==> src/rtl/uart_fifo_pkg.sv <==
package uart_fifo_pkg;

    localparam int CTL_EN    = 0;
    localparam int CTL_RXCLR = 1;
    localparam int CTL_TXCLR = 2;
    localparam int CTL_DMA   = 3;
    localparam logic [7:0] CTL_KEEP = 8'hC9;

    typedef enum logic [1:0] {
        TRIG_ONE       = 2'b00,
        TRIG_QUARTER   = 2'b01,
        TRIG_HALF      = 2'b10,
        TRIG_NEAR_FULL = 2'b11
    } trig_sel_e;

    // Receive trigger level in bytes for a queue of the given depth.
    function automatic int trig_bytes(input trig_sel_e sel, input int depth);
        case (sel)
            TRIG_ONE:     return 1;
            TRIG_QUARTER: return depth / 4;
            TRIG_HALF:    return depth / 2;
            default:      return depth - 2;
        endcase
    endfunction

endpackage

==> src/rtl/uart_ring_fifo.sv <==
module uart_ring_fifo #(
    parameter int DEPTH = 16,
    parameter int DW    = 8
) (
    input  logic                       clk,
    input  logic                       rst_n,
    input  logic                       flush,
    input  logic                       cap_one,
    input  logic                       push,
    input  logic                       pop,
    input  logic [DW-1:0]              wdata,
    output logic [DW-1:0]              rdata,
    output logic [$clog2(DEPTH+1)-1:0] count,
    output logic                       full
);
    localparam int PW = $clog2(DEPTH);
    localparam int CW = $clog2(DEPTH+1);

    typedef struct packed {
        logic [DEPTH-1:0][DW-1:0] mem;
        logic [PW-1:0]            head;
        logic [PW-1:0]            tail;
        logic [CW-1:0]            cnt;
    } ring_t;

    ring_t ring_d, ring_q;
    logic  empty, do_push, do_pop;

    function automatic logic [PW-1:0] wrap_inc(input logic [PW-1:0] p);
        return (p == PW'(DEPTH-1)) ? '0 : p + PW'(1);
    endfunction

    assign empty = (ring_q.cnt == '0);
    assign full  = cap_one ? !empty : (ring_q.cnt == CW'(DEPTH));
    assign count = ring_q.cnt;
    assign rdata = empty ? '0 : ring_q.mem[ring_q.tail];

    always_comb begin
        ring_d  = ring_q;
        do_push = push && !full;
        do_pop  = pop && !empty;
        if (do_push) begin
            ring_d.mem[ring_q.head] = wdata;
            ring_d.head             = wrap_inc(ring_q.head);
        end
        if (do_pop) begin
            ring_d.tail = wrap_inc(ring_q.tail);
        end
        ring_d.cnt = ring_q.cnt + CW'(do_push) - CW'(do_pop);
        if (flush) begin
            ring_d.head = '0;
            ring_d.tail = '0;
            ring_d.cnt  = '0;
        end
    end

    always_ff @(posedge clk or negedge rst_n) begin
        if (!rst_n) ring_q <= '0;
        else        ring_q <= ring_d;
    end

endmodule

==> src/rtl/uart_char_timeout.sv <==
module uart_char_timeout #(
    parameter int CHARS = 4
) (
    input  logic clk,
    input  logic rst_n,
    input  logic cancel,
    input  logic restart,
    input  logic tick,
    input  logic clear_pend,
    input  logic data_present,
    output logic pend
);
    localparam int TW = $clog2(CHARS+1);

    typedef struct packed {
        logic [TW-1:0] left;
        logic          run;
        logic          pend;
    } tmo_t;

    tmo_t tmo_d, tmo_q;
    logic expire;

    assign pend = tmo_q.pend;

    always_comb begin
        tmo_d  = tmo_q;
        expire = 1'b0;
        if (tmo_q.run && tick) begin
            if (tmo_q.left == TW'(1)) begin
                tmo_d.run  = 1'b0;
                tmo_d.left = '0;
                expire     = 1'b1;
            end else begin
                tmo_d.left = tmo_q.left - TW'(1);
            end
        end
        if (expire && data_present) tmo_d.pend = 1'b1;
        if (restart) begin
            tmo_d.run  = 1'b1;
            tmo_d.left = TW'(CHARS);
        end
        if (clear_pend) tmo_d.pend = 1'b0;
        if (cancel) begin
            tmo_d.run  = 1'b0;
            tmo_d.left = '0;
            tmo_d.pend = 1'b0;
        end
    end

    always_ff @(posedge clk or negedge rst_n) begin
        if (!rst_n) tmo_q <= '0;
        else        tmo_q <= tmo_d;
    end

endmodule

==> src/rtl/uart_fifo_ctl.sv <==
module uart_fifo_ctl
    import uart_fifo_pkg::*;
#(
    parameter int DEPTH         = 16,
    parameter int DW            = 8,
    parameter int TIMEOUT_CHARS = 4
) (
    input  logic                       clk,
    input  logic                       rst_n,
    input  logic                       ctl_wr,
    input  logic [7:0]                 ctl_wdata,
    input  logic                       thr_wr,
    input  logic [DW-1:0]              thr_wdata,
    input  logic                       rbr_rd,
    output logic [DW-1:0]              rbr_rdata,
    input  logic                       lsr_rd,
    input  logic                       rx_push,
    input  logic [DW-1:0]              rx_byte,
    input  logic                       tx_pop,
    output logic [DW-1:0]              tx_byte,
    input  logic                       tx_done,
    input  logic                       char_tick,
    output logic [7:0]                 fifo_ctl,
    output logic [$clog2(DEPTH+1)-1:0] rx_count,
    output logic [$clog2(DEPTH+1)-1:0] tx_count,
    output logic                       rx_trig,
    output logic                       data_ready,
    output logic                       thr_empty,
    output logic                       tx_empty,
    output logic                       overrun,
    output logic                       timeout_pend
);
    localparam int CW = $clog2(DEPTH+1);

    typedef struct packed {
        logic [7:0] ctl;
        logic       ovr;
        logic       shift_busy;
    } ctl_state_t;

    ctl_state_t st_d, st_q;

    logic          en, toggle, rx_flush, tx_flush;
    logic          rx_full, tx_full, rx_accept, tmo_restart;
    logic [CW-1:0] trig_level;

    assign en = st_q.ctl[CTL_EN];

    // Control write decode: an enable change forces both clears.
    assign toggle   = ctl_wr && (ctl_wdata[CTL_EN] != st_q.ctl[CTL_EN]);
    assign rx_flush = ctl_wr && (ctl_wdata[CTL_RXCLR] || toggle);
    assign tx_flush = ctl_wr && (ctl_wdata[CTL_TXCLR] || toggle);

    assign rx_accept   = rx_push && !rx_full;
    assign tmo_restart = en && (rx_accept || (rbr_rd && rx_count > CW'(1)));
    assign trig_level  = CW'(trig_bytes(trig_sel_e'(st_q.ctl[7:6]), DEPTH));

    uart_ring_fifo #(.DEPTH(DEPTH), .DW(DW)) u_rx_ring (
        .clk     (clk),
        .rst_n   (rst_n),
        .flush   (rx_flush),
        .cap_one (!en),
        .push    (rx_push),
        .pop     (rbr_rd),
        .wdata   (rx_byte),
        .rdata   (rbr_rdata),
        .count   (rx_count),
        .full    (rx_full)
    );

    uart_ring_fifo #(.DEPTH(DEPTH), .DW(DW)) u_tx_ring (
        .clk     (clk),
        .rst_n   (rst_n),
        .flush   (tx_flush),
        .cap_one (!en),
        .push    (thr_wr),
        .pop     (tx_pop),
        .wdata   (thr_wdata),
        .rdata   (tx_byte),
        .count   (tx_count),
        .full    (tx_full)
    );

    uart_char_timeout #(.CHARS(TIMEOUT_CHARS)) u_timeout (
        .clk          (clk),
        .rst_n        (rst_n),
        .cancel       (rx_flush),
        .restart      (tmo_restart),
        .tick         (char_tick),
        .clear_pend   (rbr_rd),
        .data_present (rx_count != '0),
        .pend         (timeout_pend)
    );

    always_comb begin
        st_d = st_q;
        if (ctl_wr) st_d.ctl = ctl_wdata & CTL_KEEP;
        if (lsr_rd) st_d.ovr = 1'b0;
        if (rx_push && rx_full) st_d.ovr = 1'b1;
        if (tx_pop && tx_count != '0) st_d.shift_busy = 1'b1;
        else if (tx_done)             st_d.shift_busy = 1'b0;
    end

    always_ff @(posedge clk or negedge rst_n) begin
        if (!rst_n) st_q <= '0;
        else        st_q <= st_d;
    end

    assign fifo_ctl   = st_q.ctl;
    assign overrun    = st_q.ovr;
    assign data_ready = (rx_count != '0);
    assign rx_trig    = en ? (rx_count >= trig_level) : data_ready;
    assign thr_empty  = (tx_count == '0) && !tx_full;
    assign tx_empty   = thr_empty && !st_q.shift_busy;

endmodule

==> config.mk <==
export PLATFORM = sky130hd
export DESIGN_NAME = uart_fifo_ctl
export DESIGN_NICKNAME = d
export VERILOG_FILES = /design/src/rtl/uart_fifo_pkg.sv /design/src/rtl/uart_ring_fifo.sv /design/src/rtl/uart_char_timeout.sv /design/src/rtl/uart_fifo_ctl.sv
export SDC_FILE = /design/constraint.sdc
export NUM_CORES = 1
export LEC_CHECK = 0
export BUFFER_PORTS_ARGS = -buffer_cell sky130_fd_sc_hd__buf_4
export CELL_PAD_IN_SITES_DETAIL_PLACEMENT = 0
export CELL_PAD_IN_SITES_GLOBAL_PLACEMENT = 1
export CORE_ASPECT_RATIO = 0.9
export CORE_MARGIN = 1.5
export CORE_UTILIZATION = 52
export DETAILED_ROUTE_END_ITERATION = 7
export GPL_TIMING_DRIVEN = 0
export PLACE_DENSITY = 0.82
export SYNTH_ARGS = -nofsm -noshare
export SYNTH_HDL_FRONTEND = slang
export SYNTH_SLANG_ARGS = --single-unit
==> constraint.sdc <==
create_clock -name clk -period 3.2 [get_ports clk]
set_input_delay 0.16 -clock clk [delete_from_list [all_inputs] [get_ports clk]]
set_output_delay 0.16 -clock clk [all_outputs]
set_load 0.01 [all_outputs]
==> run metrics <==
status=completed; post-route cell area=16900 sq um; 1st-pass router iterations=4; crit path kind=reg -> out; #FFs+latches synth=293; Die Height=161 um; drt initial violations=605; CP max stage delay=0.59 ns; io pins=74; detailed-route wire length=30800 um; Fmax=325 MHz; period utilization=96.1%; pwr dens=758 nW/um^2; Worst Max-Slew Pin Slew=0.889 ns; Clock power frac=30.4%; skew final=0.0172 ns; synthesis warning total=0; post-route DRC violation count=0; dpl hpwl=20700 um; final count of hold timing violations=0; Comb power frac=33.3%; critical path's slowest cell=mux4_2; global-route wire length before repair=49700 um; Worst EP required=3.04 ns; GRT Total Usage=22.6%; CTS Sinks=293; sw power=3860 uW; Cells after Synth=970; Setup Buffers After CTS=0; largest net degree at the start of global routing=116; Post-DP Area=15400 sq um; Num CTS Buffers=34; critical-path maximum fanout=10; die area=28700 sq um; worst min path class=in -> reg; core area=27100 sq um; area grow syn2layout=17.4%; most common cell after layout, fill and taps aside=dfrtp_1; Final TNS setup=0 ns; syn_area_per_cell=14.8 sq um; drt wl/cell=20.7 um; Initial Utilization=53.1%; total gr overflow=0; max_cap viols=0; Nets=1172; Slew headroom=40.8%; H-tree depth=2; Worst setup EP type=output pin; Lkg Pwr=0.00800 uW; total internal power=8940 uW; Synth cell types=54; PortBufs=66; share of synthesized registers carrying an async set or reset=100%; Die W=178 um; Startpoint Class=register; Seq/Total Area, Yosys=51.0%; DR vias/cell=5.72; switching share of power=30.2%; number of global-route vias before repair=8719; critical path, cell by cell=buf_2 -> buf_4 -> mux4_2 -> mux4_2 -> and2_1 -> buf_4; minimum clock period=3.07 ns; Post-Syn Area=14400 sq um; Antenna Violating Nets Remaining=0; most frequent cells in the layout=dfrtp_1, mux2_2, buf_4; WP buf/inv=3; CTS tree=built; # setup viols final=0; initial antenna violation count=0; CTS max path bufs=3; Reg power frac=36.3%; row cnt=57; Post-synth EDFFs=0; Top delay family on crit path=multiplexers; Placer Congestion=0.755; crit path DAT=2.91 ns; total number of vias=8493; top_reg_cell synth=dfrtp_1; Max VDD drop=0.682 mV; Reg clk slew, reported paths=0.06 ns; final-report max-slew violation count=0; later-pin clock latency in the skew report=0.51 ns; CTS Root Cell=clkbuf_16; share of cells above drive strength 1=46.6%
-- what timing repair did --
action,in CTS,in global routing
hold buffers,28,0
gates resized for setup,14,18
pin swaps,0,1
endpoints found under the hold margin,199,0
endpoints found under the setup margin,17,9
-- power groups by stage --
| stage | Combinational [uW] | Sequential (uW) | Clock, uW |
|---|---|---|---|
| after global placement | 4130 | 4670 | 0 |
| after floorplan | 2980 | 4580 | 0 |
| after global routing | 4670 | 4720 | 4140 |
| after detailed placement | 4190 | 4690 | 0 |
| final | 4260 | 4640 | 3890 |
| after CTS | 4270 | 4630 | 3960 |
-- through the flow --
step                power (uW)  utilization, %  std cells  worst slack, ns  hold WS (ns)
global placement          8800            56.6       1393           -0.669         0.358
global route             13500            62.3       1484         -0.00229        0.0584
CTS                      12900            62.1       1484           0.0141       0.00560
detailed placement        8880            56.8       1395           0.0117         0.218
floorplan                 7560               -        973            0.289        -0.136
finish                   12800            62.3       1485            0.126        0.0142
-- layout make-up --
class	instances	area, sq um
inverter	30	113
clock buffer	50	1010
timing repair buffer	96	838
fill	2037	10200
antenna	1	2.50
clock inverter	11	128
tap	354	443
multi-input combinational	573	6580
buffer	77	430
sequential	293	7330
-- worst register-to-register path, cell delays in order (launching register included) --
cell and delay (ns):
dfrtp_1 0.41, inv_2 0.07, ha_2 0.16, or4b_4 0.46
buf_6 0.15, nand2_4 0.08, inv_1 0.04, ha_1 0.26
inv_1 0.04, ha_2 0.18, fa_2 0.39, a21oi_2 0.13
nor2_1 0.06, or3_1 0.36, a21oi_2 0.13
-- synthesized netlist by cell type (4+ instances only) --
| master | n | area share [%] |
|---|---|---|
| or3_1 | 6 | 0.26 |
| nand2_1 | 24 | 0.63 |
| a21oi_1 | 17 | 0.59 |
| nor2_1 | 20 | 0.52 |
| o21ai_0 | 14 | 0.49 |
| nor2b_1 | 6 | 0.26 |
| buf_2 | 9 | 0.31 |
| mux2_4 | 16 | 1.7 |
| ha_1 | 31 | 2.7 |
| inv_1 | 30 | 0.78 |
| nand3_1 | 24 | 0.84 |
| nor4b_4 | 4 | 0.66 |
| mux2_2 | 241 | 19 |
| and2_1 | 19 | 0.83 |
| clkbuf_1 | 40 | 1.0 |
| xor2_1 | 6 | 0.37 |
| dfrtp_1 | 293 | 51 |
| buf_4 | 18 | 0.94 |
| mux4_2 | 80 | 13 |
| mux2i_1 | 7 | 0.49 |
| a21o_1 | 4 | 0.21 |
| nor3_4 | 4 | 0.45 |
| xnor2_1 | 4 | 0.24 |
| buf_6 | 4 | 0.31 |
| buf_1 | 5 | 0.13 |
| nor3b_4 | 4 | 0.52 |
-- final timing paths --
check	slack (ns)	end	start	depth (start not counted)
max	0.13	tx_byte[0]	u_tx_ring.ring_q[5]	6
min	0.01	u_timeout.tmo_q[3]	char_tick	4
max reg2reg	0.18	u_tx_ring.count[4]	u_tx_ring.count[2]	14
min reg2reg	0.50	u_rx_ring.ring_q[96]	u_rx_ring.ring_q[96]	1
max in group asynchronous	1.49	u_tx_ring.ring_q[121]	rst_n	4
min in group asynchronous	0.24	u_rx_ring.ring_q[37]	rst_n	2
-- sequential cells by signal (all words and copies together) (netlist names) --
signal and flops:
u_rx_ring.ring_q 136, u_tx_ring.ring_q 136, u_rx_ring.count 5, u_tx_ring.count 5, fifo_ctl 4, u_timeout.tmo_q 4, overrun 1, st_q 1
u_timeout.pend 1
-- per-layer routing --
layer / vias up / GRT usage [%] / wire length (um)
li1: 3835 / - / -
met1: 4444 / 35.3 / 15000
met2: 175 / 33.4 / 13700
met3: 39 / 3.60 / 1560
met4: 0 / 5.38 / 475
met5: - / 0 / 0
-- logic make-up (layout without fill, tap and decap cells) --
family / after synthesis / after routing / synth area share (%)
adder cells (fa/ha/maj): 33 / 33 / 2.98
XOR/XNOR: 10 / 10 / 0.609
AND/OR/NAND/NOR: 127 / 127 / 5.84
buffers and inverters: 107 / 264 / 3.56
other: 1 / 5 / 0.0261
multiplexers: 344 / 344 / 33.6
AO/OA/AOI/OAI: 55 / 55 / 2.43
flip-flops: 293 / 293 / 51.0
(Power assumes the default switching activity.)
